[config.mk]
export PLATFORM = sky130hd
export DESIGN_NAME = gt16_timer
export DESIGN_NICKNAME = d
export VERILOG_FILES = /design/src/rtl/gt16_pkg.sv /design/src/rtl/gt16_tick_src.sv /design/src/rtl/gt16_prescale.sv /design/src/rtl/gt16_count.sv /design/src/rtl/gt16_timer.sv
export SDC_FILE = /design/constraint.sdc
export NUM_CORES = 1
export LEC_CHECK = 0
export BUFFER_PORTS_ARGS = -buffer_cell sky130_fd_sc_hd__buf_2
export CAP_MARGIN = 30
export CORE_MARGIN = 4
export CORE_UTILIZATION = 58
export CTS_CLUSTER_DIAMETER = 60
export DETAILED_ROUTE_END_ITERATION = 8
export PLACE_DENSITY = 0.86
export SLEW_MARGIN = 20
export SYNTH_ARGS = -nofsm -noshare
export SYNTH_HDL_FRONTEND = slang
export SYNTH_SLANG_ARGS = --single-unit
[constraint.sdc]
create_clock -name clk_i -period 3.1 [get_ports clk_i]
set_clock_uncertainty 0.2 [all_clocks]
set_input_delay 0.31 -clock clk_i [delete_from_list [all_inputs] [get_ports clk_i]]
set_output_delay 0.31 -clock clk_i [all_outputs]
set_load 0.005 [all_outputs]
[src/rtl/gt16_pkg.sv]
package gt16_pkg;

  typedef enum logic [1:0] {
    SRC_TIMER = 2'd0,
    SRC_SYNC  = 2'd1,
    SRC_ASYNC = 2'd2
  } src_e;

  typedef enum logic [1:0] {
    SEL_CTRL   = 2'd0,
    SEL_COUNT  = 2'd1,
    SEL_PERIOD = 2'd2,
    SEL_NONE   = 2'd3
  } sel_e;

  localparam int unsigned CTRL_ON_BIT   = 15;
  localparam int unsigned CTRL_SIDL_BIT = 13;
  localparam int unsigned CTRL_GATE_BIT = 6;
  localparam int unsigned CTRL_PS_LSB   = 4;
  localparam int unsigned CTRL_SYNC_BIT = 2;
  localparam int unsigned CTRL_EXT_BIT  = 1;

  function automatic src_e decode_src(input logic ext, input logic sync);
    if (!ext)      return SRC_TIMER;
    else if (sync) return SRC_SYNC;
    else           return SRC_ASYNC;
  endfunction

endpackage

[src/rtl/gt16_tick_src.sv]
module gt16_tick_src
  import gt16_pkg::*;
#(
  parameter int SYNC_STAGES = 2
) (
  input  logic clk_i,
  input  logic rst_ni,
  input  src_e src_i,
  input  logic on_i,
  input  logic stop_idle_i,
  input  logic gate_en_i,
  input  logic cpu_idle_i,
  input  logic cpu_sleep_i,
  input  logic ext_clk_i,
  input  logic gate_i,
  output logic tick_o,
  output logic gate_fall_o
);

  // synchroniser stages plus one history flop for edge detection
  logic [SYNC_STAGES:0] ext_sync_q, ext_sync_d;
  logic [SYNC_STAGES:0] gate_sync_q, gate_sync_d;
  logic [1:0]           ext_raw_q, ext_raw_d;

  logic sync_rise, async_rise, gate_lvl, gate_fall, halted, src_tick;

  always_comb begin
    ext_sync_d  = {ext_sync_q[SYNC_STAGES-1:0], ext_clk_i};
    gate_sync_d = {gate_sync_q[SYNC_STAGES-1:0], gate_i};
    ext_raw_d   = {ext_raw_q[0], ext_clk_i};
  end

  always_ff @(posedge clk_i or negedge rst_ni) begin
    if (!rst_ni) begin
      ext_sync_q  <= '0;
      gate_sync_q <= '0;
      ext_raw_q   <= '0;
    end else begin
      ext_sync_q  <= ext_sync_d;
      gate_sync_q <= gate_sync_d;
      ext_raw_q   <= ext_raw_d;
    end
  end

  always_comb begin
    sync_rise  = ext_sync_q[SYNC_STAGES-1] & ~ext_sync_q[SYNC_STAGES];
    async_rise = ext_raw_q[0] & ~ext_raw_q[1];
    gate_lvl   = gate_sync_q[SYNC_STAGES-1];
    gate_fall  = ~gate_sync_q[SYNC_STAGES-1] & gate_sync_q[SYNC_STAGES];
    // modes on the instruction clock stop in sleep, and in idle on request
    halted     = (src_i != SRC_ASYNC) &&
                 (cpu_sleep_i || (cpu_idle_i && stop_idle_i));
    unique case (src_i)
      SRC_TIMER: src_tick = gate_en_i ? gate_lvl : 1'b1;
      SRC_SYNC:  src_tick = sync_rise;
      default:   src_tick = async_rise;
    endcase
    tick_o      = on_i && !halted && src_tick;
    gate_fall_o = on_i && gate_en_i && (src_i == SRC_TIMER) && gate_fall;
  end

endmodule

[src/rtl/gt16_prescale.sv]
module gt16_prescale #(
  parameter int LOG_R1 = 3,
  parameter int LOG_R2 = 6,
  parameter int LOG_R3 = 8
) (
  input  logic       clk_i,
  input  logic       rst_ni,
  input  logic       clr_i,
  input  logic       tick_i,
  input  logic [1:0] ratio_i,
  output logic       adv_o
);

  localparam int PS_W = LOG_R3;

  logic [PS_W-1:0] ps_q, ps_d, limit;

  always_comb begin
    unique case (ratio_i)
      2'd0:    limit = '0;
      2'd1:    limit = PS_W'((1 << LOG_R1) - 1);
      2'd2:    limit = PS_W'((1 << LOG_R2) - 1);
      default: limit = PS_W'((1 << LOG_R3) - 1);
    endcase
    adv_o = tick_i && (ps_q == limit);
    if (clr_i)       ps_d = '0;
    else if (adv_o)  ps_d = '0;
    else if (tick_i) ps_d = ps_q + 1'b1;
    else             ps_d = ps_q;
  end

  always_ff @(posedge clk_i or negedge rst_ni) begin
    if (!rst_ni) ps_q <= '0;
    else         ps_q <= ps_d;
  end

  // partial progress never passes the selected ratio
  assert_ps_in_range_R4: assert property (@(posedge clk_i) disable iff (!rst_ni)
    ps_q <= limit)
    else $error("prescaler beyond ratio");

endmodule

[src/rtl/gt16_count.sv]
module gt16_count #(
  parameter int W = 16
) (
  input  logic         clk_i,
  input  logic         rst_ni,
  input  logic         wr_i,
  input  logic [W-1:0] wr_val_i,
  input  logic         adv_i,
  input  logic [W-1:0] period_i,
  output logic [W-1:0] cnt_o,
  output logic         roll_o
);

  logic [W-1:0] cnt_q, cnt_d;

  always_comb begin
    roll_o = adv_i && !wr_i && (cnt_q == period_i);
    if (wr_i)        cnt_d = wr_val_i;
    else if (roll_o) cnt_d = '0;
    else if (adv_i)  cnt_d = cnt_q + 1'b1;
    else             cnt_d = cnt_q;
  end

  always_ff @(posedge clk_i or negedge rst_ni) begin
    if (!rst_ni) cnt_q <= '0;
    else         cnt_q <= cnt_d;
  end

  assign cnt_o = cnt_q;

  assert_step_R2: assert property (@(posedge clk_i) disable iff (!rst_ni)
    (adv_i && !wr_i && cnt_q != period_i) |=> cnt_q == W'($past(cnt_q) + 1'b1))
    else $error("count did not step by one");

  assert_wrap_R3: assert property (@(posedge clk_i) disable iff (!rst_ni)
    roll_o |=> cnt_q == '0)
    else $error("count did not return to zero at period");

  assert_hold_R2: assert property (@(posedge clk_i) disable iff (!rst_ni)
    (!adv_i && !wr_i) |=> $stable(cnt_q))
    else $error("count moved without an advance");

endmodule

[src/rtl/gt16_timer.sv]
module gt16_timer
  import gt16_pkg::*;
#(
  parameter int W           = 16,
  parameter int SYNC_STAGES = 2,
  parameter int LOG_R1      = 3,
  parameter int LOG_R2      = 6,
  parameter int LOG_R3      = 8
) (
  input  logic         clk_i,
  input  logic         rst_ni,
  input  logic         wr_en_i,
  input  logic [1:0]   wr_sel_i,
  input  logic [W-1:0] wr_data_i,
  input  logic [1:0]   rd_sel_i,
  output logic [W-1:0] rd_data_o,
  input  logic         ext_clk_i,
  input  logic         gate_i,
  input  logic         cpu_idle_i,
  input  logic         cpu_sleep_i,
  output logic         irq_o
);

  localparam logic [W-1:0] PERIOD_RST = '1;

  logic [W-1:0] ctrl_q, ctrl_d, period_q, period_d, cnt;
  logic         irq_q, irq_d;
  logic         wr_ctrl, wr_cnt, wr_per;
  logic         tick, adv, roll, gate_fall;
  src_e         src;

  always_comb begin
    wr_ctrl  = wr_en_i && (sel_e'(wr_sel_i) == SEL_CTRL);
    wr_cnt   = wr_en_i && (sel_e'(wr_sel_i) == SEL_COUNT);
    wr_per   = wr_en_i && (sel_e'(wr_sel_i) == SEL_PERIOD);
    ctrl_d   = wr_ctrl ? wr_data_i : ctrl_q;
    period_d = wr_per  ? wr_data_i : period_q;
    src      = decode_src(ctrl_q[CTRL_EXT_BIT], ctrl_q[CTRL_SYNC_BIT]);
    irq_d    = roll || gate_fall;
  end

  always_ff @(posedge clk_i or negedge rst_ni) begin
    if (!rst_ni) begin
      ctrl_q   <= '0;
      period_q <= PERIOD_RST;
      irq_q    <= 1'b0;
    end else begin
      ctrl_q   <= ctrl_d;
      period_q <= period_d;
      irq_q    <= irq_d;
    end
  end

  gt16_tick_src #(.SYNC_STAGES(SYNC_STAGES)) u_src (
    .clk_i       (clk_i),
    .rst_ni      (rst_ni),
    .src_i       (src),
    .on_i        (ctrl_q[CTRL_ON_BIT]),
    .stop_idle_i (ctrl_q[CTRL_SIDL_BIT]),
    .gate_en_i   (ctrl_q[CTRL_GATE_BIT]),
    .cpu_idle_i  (cpu_idle_i),
    .cpu_sleep_i (cpu_sleep_i),
    .ext_clk_i   (ext_clk_i),
    .gate_i      (gate_i),
    .tick_o      (tick),
    .gate_fall_o (gate_fall)
  );

  gt16_prescale #(.LOG_R1(LOG_R1), .LOG_R2(LOG_R2), .LOG_R3(LOG_R3)) u_ps (
    .clk_i   (clk_i),
    .rst_ni  (rst_ni),
    .clr_i   (wr_ctrl || wr_cnt),
    .tick_i  (tick),
    .ratio_i (ctrl_q[CTRL_PS_LSB +: 2]),
    .adv_o   (adv)
  );

  gt16_count #(.W(W)) u_cnt (
    .clk_i    (clk_i),
    .rst_ni   (rst_ni),
    .wr_i     (wr_cnt),
    .wr_val_i (wr_data_i),
    .adv_i    (adv),
    .period_i (period_q),
    .cnt_o    (cnt),
    .roll_o   (roll)
  );

  always_comb begin
    unique case (sel_e'(rd_sel_i))
      SEL_CTRL:   rd_data_o = ctrl_q;
      SEL_COUNT:  rd_data_o = cnt;
      SEL_PERIOD: rd_data_o = period_q;
      default:    rd_data_o = '0;
    endcase
  end

  assign irq_o = irq_q;

  assert_idle_freeze_R5: assert property (@(posedge clk_i) disable iff (!rst_ni)
    (ctrl_q[CTRL_SIDL_BIT] && cpu_idle_i && src != SRC_ASYNC && !wr_cnt)
      |=> $stable(cnt))
    else $error("count moved in idle with stop bit set");

  assert_sleep_freeze_R6: assert property (@(posedge clk_i) disable iff (!rst_ni)
    (cpu_sleep_i && src != SRC_ASYNC && !wr_cnt) |=> $stable(cnt))
    else $error("count moved in sleep");

  assert_gate_irq_R10: assert property (@(posedge clk_i) disable iff (!rst_ni)
    gate_fall |=> irq_o)
    else $error("gate fall did not raise interrupt");

  assert_irq_pulse_R3: assert property (@(posedge clk_i) disable iff (!rst_ni)
    (irq_o && !roll && !gate_fall) |=> !irq_o)
    else $error("interrupt held beyond one cycle");

endmodule

==> results.toml <==
[global_route]
first_global_vias = 3006
grt.overflow.total = 0
grt_antenna_before_repair = 0
grt_util_all_layers = 0.269
pin_count_of_the_biggest_net_entering_global_routing = 43
wire_length_of_the_first_global_routing_pass_microns = 15400

[logic_synthesis]
syn-mean-instance-area_sq_um = 9.65
netlist-cell-type-count = 42
synth_top_area_frac = 0.333
netlist_instances = 366
ys_top_cells_by_count = "47 x dfrtp_1, 37 x nand2_1, 33 x nor2_1"
synth_nets = 395
ys.warnings.count = 0
postSynth.topFlopCell = "dfrtp_1"
synth.top_cells.by_area = "dfrtp_1 33%, dfstp_2 12%, mux2_2 10%"
yosysSeqAreaShare = 0.452
yosys_register_bits = 63
synth_area_sq_um = 3530
number_of_synthesized_flops_with_an_enable_pin = 0
post_synthesis_async_set_or_reset_flop_share = 1.00
most_area_hungry_cell_type_in_the_yosys_netlist = "dfrtp_1"
synth_most_common_cell = "dfrtp_1"

[critical_path]
timing.rr.start = "ctrl_q[1]"
rrSetupSlack_ps = 560
cp.arrival_ps = 2600
crit_path_start = "ctrl_q[1]"
endpoint_of_the_worst_setup_timing_path = "u_cnt.cnt_o[15]"
r2r.worst_path.cells = 6
cp-start-kind = "flop"
worst_r2r_endpoint = "u_cnt.cnt_o[15]"
worst-endpoint-required_ps = 3160
crit_fanout = 19
critPathKind = "flop to flop"
critPathCaptureType = "flop"

[sta]
final-hold-violation-count = 0
totalNegativeSetupSlack_ps = 0
setup_viol = 0
timing.final.crit_period_ps = 2540
slew_headroom = 0.321
maxClockFrequency_mhz = 393
grt_setup_unrepaired = "no"
hold_ws_ps = 32.5
worst-slew-pin-transition_ps = 1020
final-max-slew-violation-count = 0
post-route-period-util = 0.821

[detailed_routing]
residual_antenna_violating_net_count_after_detailed_routing = 0
vias = 3084
drt_first_pass_iters = 5
drt_iter0_drc = 518
routedWlPerCell_microns = 18.9
number_of_remaining_drc_errors = 0
final_routed_wirelength_across_all_metal_layers_microns = 9190
viasPerCell = 6.33

[outcome]
status = "completed"

[cts]
buffer_count_from_post_cts_setup_fixing = 0
cts_root_buffer = "clkbuf_8"
clock_tree.htree_level_count = 3
clk-insertion-delay-late_ps = 340
cts-root-to-sink-buffers = 2
tritoncts.num_buffers = 9
clkTransAtPathRegs_ps = 70
clock-sinks = 63
clock_tree_from_tritoncts = "built"
holdBufCountCts = 3
cts_resized = 0

[layout]
antenna_cells = 0
final_net_count = 436
fillerInstances = 438
areaGrowthSynthToFinish_pct = 15.4
drive_above_1_share = 0.296
non_filler_instance_count_after_layout = 487

[die]
placeableCoreArea_sq_um = 5920
ios = 44
dieArea_sq_um = 7400
vertical_die_dimension_microns = 86.1
die_w_microns = 86.1
initial_core_util = 0.597
placement_rows = 28

[place]
hpwl_microns = 6040
gp_congestion = 0.896
port_buffers = 43
dp_cells = 468

[power_and_ir_drop]
total_power_divided_by_cell_area_nw_per_um2 = 629
leakage_uw = 0.00171
ir_worst_vdd_mv = 0.344

[flow_run]
max_cap_viol_count = 0

[hold_path]
worst_hold_path_type = "input port to flop"
[state kept, by name, indices dropped and copies added, names as in the netlist]
register and flops:
u_src.gate_sync_q 3, ctrl_q 16, u_cnt.cnt_o 16, period_q 16, u_src.ext_sync_q 3, irq_o 1
u_ps.ps_q 8
[cells in the final DEF, fill, tap and decap left out, types with 3 or more instances in the layout]
cell type | synthesis | final
nand4_1 | 6 | 6
dfrtp_1 | 47 | 47
nor3_1 | 4 | 4
mux2_2 | 32 | 32
o21ai_0 | 19 | 19
nand3_1 | 11 | 11
a21oi_1 | 18 | 18
o21ai_1 | 20 | 20
dlygate4sd3_1 | 0 | 3
buf_4 | 0 | 8
clkbuf_8 | 0 | 10
or3_1 | 4 | 4
or4_1 | 3 | 3
nand2_1 | 37 | 37
mux2i_1 | 17 | 17
dfstp_2 | 16 | 16
nand3b_1 | 6 | 6
nor2b_1 | 4 | 4
a31oi_1 | 16 | 16
and3_1 | 6 | 6
bufinv_16 | 0 | 3
xnor2_1 | 16 | 16
nand4b_1 | 6 | 6
buf_2 | 3 | 43
nor2_1 | 33 | 33
[metal layers]
| metal | vias up | part of all wire | track usage | routed length (microns) |
|---|---|---|---|---|
| met1 | 1483 | 0.40 | 0.362 | 3700 |
| met4 | 0 | 0.020 | 0.105 | 181 |
| met3 | 23 | 0.088 | 0.0701 | 808 |
| met2 | 174 | 0.49 | 0.415 | 4490 |
| li1 | 1404 | - | - | - |
| met5 | - | 0 | 0 | 0 |
[logic make-up (layout without fill, tap and decap cells)]
family | after synthesis | in the layout | share of synthesized area
AOI/OAI and AO/OA | 82 | 82 | 0.134
xor gates and xnor gates | 16 | 16 | 0.0397
adders and majority gates | 2 | 2 | 0.00708
buffers and inverters | 25 | 71 | 0.0297
DFF | 63 | 63 | 0.452
muxes | 49 | 49 | 0.150
and+or+nand+nor | 129 | 129 | 0.187
[critical path, cell delays in order (launching register included)]
cell	delay [ps]
dfrtp_1	430
or3b_1	170
o211ai_1	130
a31oi_2	500
nand2_4	270
or4_1	560
a31oi_1	190
[how the worst min path moves through the flow]
stage | startpoint | end | slack, ps | cells past startpoint
2_1_floorplan | rst_ni | ctrl_q[0] | -190 | 0
3_3_place_gp | rst_ni | ctrl_q[12] | 80 | 1
3_5_place_dp | rst_ni | ctrl_q[8] | 100 | 1
4_1_cts | wr_data_i[12] | ctrl_q[12] | 20 | 2
5_1_grt | wr_data_i[12] | period_q[12] | 20 | 2
6_report | wr_data_i[12] | ctrl_q[12] | 30 | 2
[through the flow]
| stage | total power (uW) | cell area [sq um] | setup slack, ps | util |
|---|---|---|---|---|
| floorplan | 1490 | 3530 | 856 | - |
| global placement | 1650 | 3800 | 699 | 0.642 |
| detailed placement | 1680 | 3800 | 611 | 0.642 |
| CTS | 2570 | 4080 | 589 | 0.689 |
| global route | 2700 | 4080 | 394 | 0.689 |
| finish | 2570 | 4080 | 556 | 0.689 |
[power breakdown]
part	leakage [uW]	switching, uW	internal, uW
Combinational	0.000865	271	270
Sequential	0.000724	165	979
Clock	0.000122	328	553
[area by class of cell]
type,count,area [sq um],share of cell area
clock inverter,6,108,0.0264
multi-input combinational,278,1830,0.449
inverter,1,3.75,0.000921
timing repair buffer,54,305,0.0749
sequential,63,1600,0.392
tap,75,93.8,0.0230
clock buffer,10,138,0.0338
Note: power is estimated with default switching activity, not from simulation.
